<file path="src/rtl/scif_pkg.sv">
package scif_pkg;
  localparam int NSRC      = 6;
  localparam int NMAIN     = 5;
  localparam int SRC_NOATR = 0;
  localparam int SRC_WAIT  = 1;
  localparam int SRC_OVRN  = 2;
  localparam int SRC_TXRDY = 3;
  localparam int SRC_RXAVL = 4;
  localparam int SRC_CARD  = 5;

  // register offsets on the strobe bus
  localparam int OFS_EVT  = 0;
  localparam int OFS_CARD = 1;
  localparam int OFS_MASK = 2;
  localparam int OFS_RXD  = 3;
  localparam int OFS_TXD  = 4;

  // interrupt request from pending flags and mask (1 = blocked)
  function automatic logic irq_of(input logic [NSRC-1:0] flags,
                                  input logic [NSRC-1:0] mask);
    return |(flags & ~mask);
  endfunction
endpackage

</file>
<file path="src/rtl/scif_flag.sv">
module scif_flag (
  input  logic clk,
  input  logic rst_n,
  input  logic set_i,
  input  logic clr_i,
  output logic q_o
);
  always_ff @(posedge clk or negedge rst_n) begin
    if (!rst_n) q_o <= 1'b0;
    else if (set_i) q_o <= 1'b1;
    else if (clr_i) q_o <= 1'b0;
  end

  assert_set_wins_R10: assert property (@(posedge clk) disable iff (!rst_n)
    set_i |=> q_o);
  assert_clear_R3: assert property (@(posedge clk) disable iff (!rst_n)
    (clr_i && !set_i) |=> !q_o);
  assert_hold_R2: assert property (@(posedge clk) disable iff (!rst_n)
    (!clr_i && !set_i) |=> (q_o == $past(q_o)));
endmodule

</file>
<file path="src/rtl/scif_clear_dec.sv">
module scif_clear_dec
  import scif_pkg::*;
#(
  parameter int ADDR_W = 3
) (
  input  logic              clk,
  input  logic              rst_n,
  input  logic              bus_rd,
  input  logic              bus_wr,
  input  logic [ADDR_W-1:0] bus_addr,
  input  logic              line_tx,
  output logic [NSRC-1:0]   clr_o,
  output logic              dir_fall_o
);
  function automatic logic hit(input logic [ADDR_W-1:0] a, input int ofs);
    return a == ADDR_W'(ofs);
  endfunction

  logic dir_q;
  logic rd_evt, rd_card, rd_rxd, wr_txd;

  always_ff @(posedge clk or negedge rst_n) begin
    if (!rst_n) dir_q <= 1'b0;
    else        dir_q <= line_tx;
  end

  assign dir_fall_o = dir_q && !line_tx;
  assign rd_evt     = bus_rd && hit(bus_addr, OFS_EVT);
  assign rd_card    = bus_rd && hit(bus_addr, OFS_CARD);
  assign rd_rxd     = bus_rd && hit(bus_addr, OFS_RXD);
  assign wr_txd     = bus_wr && hit(bus_addr, OFS_TXD);

  for (genvar i = 0; i < NSRC; i++) begin : g_clr
    if (i <= SRC_OVRN) begin : g_err
      assign clr_o[i] = rd_evt;
    end else if (i == SRC_TXRDY) begin : g_tx
      assign clr_o[i] = wr_txd || dir_fall_o;
    end else if (i == SRC_RXAVL) begin : g_rx
      assign clr_o[i] = rd_rxd;
    end else begin : g_cd
      assign clr_o[i] = rd_card;
    end
  end

  assert_dirfall_R5: assert property (@(posedge clk) disable iff (!rst_n)
    ($past(line_tx) && !line_tx) |-> clr_o[SRC_TXRDY]);
  assert_rise_noclr_R5: assert property (@(posedge clk) disable iff (!rst_n)
    (!bus_wr && line_tx) |-> !clr_o[SRC_TXRDY]);
endmodule

</file>
<file path="src/rtl/scif_mask_reg.sv">
module scif_mask_reg #(
  parameter int W = 6
) (
  input  logic         clk,
  input  logic         rst_n,
  input  logic         wr_en,
  input  logic [W-1:0] wdata,
  output logic [W-1:0] q_o
);
  always_ff @(posedge clk or negedge rst_n) begin
    if (!rst_n)     q_o <= '1;
    else if (wr_en) q_o <= wdata;
  end

  assert_mask_load_R8: assert property (@(posedge clk) disable iff (!rst_n)
    wr_en |=> (q_o == $past(wdata)));
  assert_mask_hold_R8: assert property (@(posedge clk) disable iff (!rst_n)
    !wr_en |=> $stable(q_o));
endmodule

</file>
<file path="src/rtl/scif_irq_regs.sv">
module scif_irq_regs
  import scif_pkg::*;
#(
  parameter int ADDR_W = 3,
  parameter int DATA_W = 16
) (
  input  logic              clk,
  input  logic              rst_n,
  input  logic [NSRC-1:0]   src_evt,
  input  logic              line_tx,
  input  logic              bus_rd,
  input  logic              bus_wr,
  input  logic [ADDR_W-1:0] bus_addr,
  input  logic [NSRC-1:0]   bus_wdata,
  output logic [DATA_W-1:0] bus_rdata,
  output logic              irq
);
  logic [NSRC-1:0] clr;
  logic [NSRC-1:0] flags;
  logic [NSRC-1:0] mask_q;
  logic            dir_fall;
  logic            mask_wr;
  logic [DATA_W-1:0] rd_mux;

  scif_clear_dec #(.ADDR_W(ADDR_W)) u_dec (
    .clk(clk), .rst_n(rst_n), .bus_rd(bus_rd), .bus_wr(bus_wr),
    .bus_addr(bus_addr), .line_tx(line_tx), .clr_o(clr), .dir_fall_o(dir_fall)
  );

  for (genvar i = 0; i < NSRC; i++) begin : g_flag
    scif_flag u_flag (
      .clk(clk), .rst_n(rst_n), .set_i(src_evt[i]), .clr_i(clr[i]), .q_o(flags[i])
    );
  end

  assign mask_wr = bus_wr && (bus_addr == ADDR_W'(OFS_MASK));

  scif_mask_reg #(.W(NSRC)) u_mask (
    .clk(clk), .rst_n(rst_n), .wr_en(mask_wr), .wdata(bus_wdata), .q_o(mask_q)
  );

  always_comb begin
    rd_mux = '0;
    if (bus_addr == ADDR_W'(OFS_EVT))       rd_mux = DATA_W'(flags[NMAIN-1:0]);
    else if (bus_addr == ADDR_W'(OFS_CARD)) rd_mux = DATA_W'(flags[SRC_CARD]);
    else if (bus_addr == ADDR_W'(OFS_MASK)) rd_mux = DATA_W'(mask_q);
  end

  always_ff @(posedge clk or negedge rst_n) begin
    if (!rst_n)      bus_rdata <= '0;
    else if (bus_rd) bus_rdata <= rd_mux;
  end

  assign irq = irq_of(flags, mask_q);

  assert_reset_state_R1: assert property (@(posedge clk) disable iff (!rst_n)
    $past(!rst_n) |-> (flags == '0 && mask_q == '1 && !irq));
  assert_all_masked_R9: assert property (@(posedge clk) disable iff (!rst_n)
    (mask_q == '1) |-> !irq);
  assert_none_pending_R9: assert property (@(posedge clk) disable iff (!rst_n)
    (flags == '0) |-> !irq);
  assert_dirfall_clears_R5: assert property (@(posedge clk) disable iff (!rst_n)
    (dir_fall && !src_evt[SRC_TXRDY]) |=> !flags[SRC_TXRDY]);
  assert_card_read_R7: assert property (@(posedge clk) disable iff (!rst_n)
    (bus_rd && bus_addr == ADDR_W'(OFS_CARD) && !src_evt[SRC_CARD]) |=> !flags[SRC_CARD]);
endmodule

</file>
<file path="config.mk">
export PLATFORM = sky130hd
export DESIGN_NAME = scif_irq_regs
export DESIGN_NICKNAME = d
export VERILOG_FILES = /design/src/rtl/scif_pkg.sv /design/src/rtl/scif_flag.sv /design/src/rtl/scif_clear_dec.sv /design/src/rtl/scif_mask_reg.sv /design/src/rtl/scif_irq_regs.sv
export SDC_FILE = /design/constraint.sdc
export NUM_CORES = 1
export LEC_CHECK = 0
export BUFFER_PORTS_ARGS = -buffer_cell sky130_fd_sc_hd__buf_2
export CORE_ASPECT_RATIO = 1.4
export CORE_MARGIN = 1.5
export CORE_UTILIZATION = 45
export CTS_CLUSTER_SIZE = 28
export DETAILED_ROUTE_END_ITERATION = 7
export PLACE_DENSITY = 0.75
export SYNTH_ARGS = -nofsm -noshare
export SYNTH_HDL_FRONTEND = slang
export SYNTH_SLANG_ARGS = --single-unit
export TNS_END_PERCENT = 100
</file>
<file path="constraint.sdc">
create_clock -name clk -period 1.6 [get_ports clk]
set_input_delay 0.4 -clock clk [delete_from_list [all_inputs] [get_ports clk]]
set_output_delay 0.4 -clock clk [all_outputs]
set_load 0.05 [all_outputs]
</file>
==> out/results.tsv <==
metric	value	unit
num_antenna_cells	0	
h-tree-depth	1	
finalCritPeriodShare	1.186	
drt_first_pass_iters	4	
startpoint_type	flip-flop	
cts_tree	done	
ys_warn_count	0	
cts-root-buf	clkbuf_4	
port_buffers	26	
dp_hpwl	1424	um
finalSetupViolations	1	
status	finished with violations	
finalWorstPathRequiredPeriod	1.897	ns
vias	698	
required	1.20	ns
antenna_found_initial	0	
synth.avg_cell_area	11.25	um2
syn_area	933.4	um2
maxCapViolations	0	
slew_viol_final	0	
worstPathMaxFanout	2	
setup_tns	-0.2969	ns
n_fill_cell	167	
drive_gt1_frac	0.4530	
nets	138	
insertion_delay	0.31	ns
violations	negative setup slack	
ys_ff_latch	19	
grt_overflow_total	0	
post-route-worst-setup-slack	-0.2969	ns
grt_pass1_vias	711	
arrival	1.50	ns
ys_types	26	
cts_max_path_buffers	2	
syn_inst	83	
drc	0	
end_kind	output pin	
ys_seq_area_frac	0.5174	
hold_class	in2async	
fmax	527.2	MHz
cts_hold_buf	0	
gp_congestion	0.7539	
synth_top_area_frac	0.3485	
vdd_drop_max	0.0008099	V
synth_area_leaders	dfrtp_1, dfstp_2, buf_4, mux2_2, inv_1	
die_w	41.49	um
power.density	1012	nW/um2
drt_iter0_drc	11	
grt_first_pass_wirelength	3029	um
antenna_left	0	
fin_skew	0.004308	ns
yosys.area.top_type	dfrtp_1	
p_leak	0.5898	nW
place_area	1049	um2
start_util	0.4788	
numClockSinks	19	
synthToLayoutAreaGrowth	21.31	%
wl_per_cell	14.30	um
grt_setup_unrepaired	true	
clk_pin_slew	0.11	ns
fin_area	1132	um2
hold_violations	0	
viasPerCell	5.058	
num_io_pins	37	
drt_wl_total	1974	um
die_h	56.89	um
gr-usage-all-layers	0.1729	
die_area	2360	um2
numCtsBuffers	3	
grt_start_max_net_pins	20	
core-area	1949	um2
critPathKind	reg2out	
row_count	19	
==> per-stage QoR <==
stage               hold WS, ns  utilization  setup slack (ns)  power (W)  instances
CTS                     0.01747       0.5706           -0.2706   0.001128        137
global route            0.02561       0.5809           -0.3342   0.001199        138
floorplan                0.1044            -           0.02909  0.0007945         92
detailed placement       0.3575       0.5379           0.02320  0.0008519        129
global placement         0.3455       0.5379           0.02618  0.0008416        129
finish                 0.005958       0.5809           -0.2969   0.001146        138
==> final timing paths <==
kind	from	endpoint	slack [ns]	cells after the start
worst min-delay path	rst_n	g_flag[2].u_flag.q_o$_DFFE_PN0P_	0.006	1
worst max register to register	g_flag[4].u_flag.q_o$_DFFE_PN0P_	bus_rdata[4]$_DFFE_PN0P_	0.47	3
worst min register to register	g_flag[5].u_flag.q_o$_DFFE_PN0P_	g_flag[5].u_flag.q_o$_DFFE_PN0P_	0.50	1
max in group asynchronous	rst_n	u_mask.q_o[0]$_DFFE_PN1P_	1.26	1
min in group clk	line_tx	u_dec.dir_q$_DFF_PN0_	0.21	1
worst max-delay path	u_mask.q_o[0]$_DFFE_PN1P_	irq	-0.30	3
==> report_power, final <==
| part | internal, W | switching, W | total (W) |
|---|---|---|---|
| Sequential | 0.000558 | 0.0000328 | 0.000590 |
| Clock | 0.0000936 | 0.000154 | 0.000248 |
| Combinational | 0.000121 | 0.000187 | 0.000307 |
==> metal layers <==
layer	vias to the layer above	GRT usage	part of all wire
met5	-	0	0
met4	0	0.06912	0.017
met3	2	0.03537	0.039
met2	21	0.3147	0.57
met1	337	0.1912	0.38
li1	338	-	-
==> logic make-up (layout without fill, tap and decap cells) <==
kind of cell	after synthesis	after routing	share of synthesized area
DFF	19	19	0.5174
AOI/OAI and AO/OA	22	22	0.1609
muxes	5	5	0.06032
other	1	10	0.004018
buffers and inverters	24	49	0.1448
and+or+nand+nor	12	12	0.1126
==> final cells by class <==
class / instances / area [um2] / area share
Clock buffer: 3 / 22.52 / 0.01989
Sequential cell: 19 / 483.0 / 0.4265
Inverter: 12 / 45.04 / 0.03978
Clock inverter: 1 / 5.005 / 0.004420
Tap cell: 21 / 26.28 / 0.02320
Multi-Input combinational cell: 49 / 361.6 / 0.3193
Timing Repair Buffer: 33 / 188.9 / 0.1669
==> synth_stat cells, drive strengths merged <==
cell type and instances:
a22oi 3, a22o 1, nor3 1, nor2 1
o21bai 4, nor2b 1, conb 1, and4bb 2
buf 12, nor4bb 1, a21oi 1, nand2 1
a32o 1, o22ai 3, nor4b 2, or3 1
dfstp 6, nand3b 1, dfrtp 13, a21o 2
mux2 5, a221o 1, inv 12, nand3 1
o21ai 6
==> worst max-delay path, cell delays in order (launching register included) <==
cell and delay [ns]:
dfstp_2 0.56, o22ai_2 0.08, or3_1 0.39, buf_6 0.16
==> placed cells by master (no fill, tap or decap), types with 2 or more instances in the layout <==
| master | count |
|---|---|
| a22oi_1 | 3 |
| o21bai_1 | 4 |
| buf_4 | 7 |
| inv_1 | 12 |
| conb_1 | 10 |
| dfstp_2 | 6 |
| o22ai_2 | 2 |
| buf_2 | 25 |
| dfrtp_1 | 13 |
| and4bb_2 | 2 |
| o21ai_0 | 6 |
| clkbuf_4 | 3 |
| a21o_1 | 2 |
| mux2_2 | 5 |
==> registers in the layout (all words and copies together) (netlist names) <==
name               flops
u_mask.q_o             6
u_dec.dir_q            1
bus_rdata              6
g_flag.u_flag.q_o      6
==> timing repair <==
action                     in CTS  in global routing
pin swaps                       2                  2
hold endpoints to repair        0                  0
setup buffers                   4                  1
resized for setup               2                  2
setup endpoints to repair       1                  1
No activity file was read; power rests on OpenSTA's default activity.
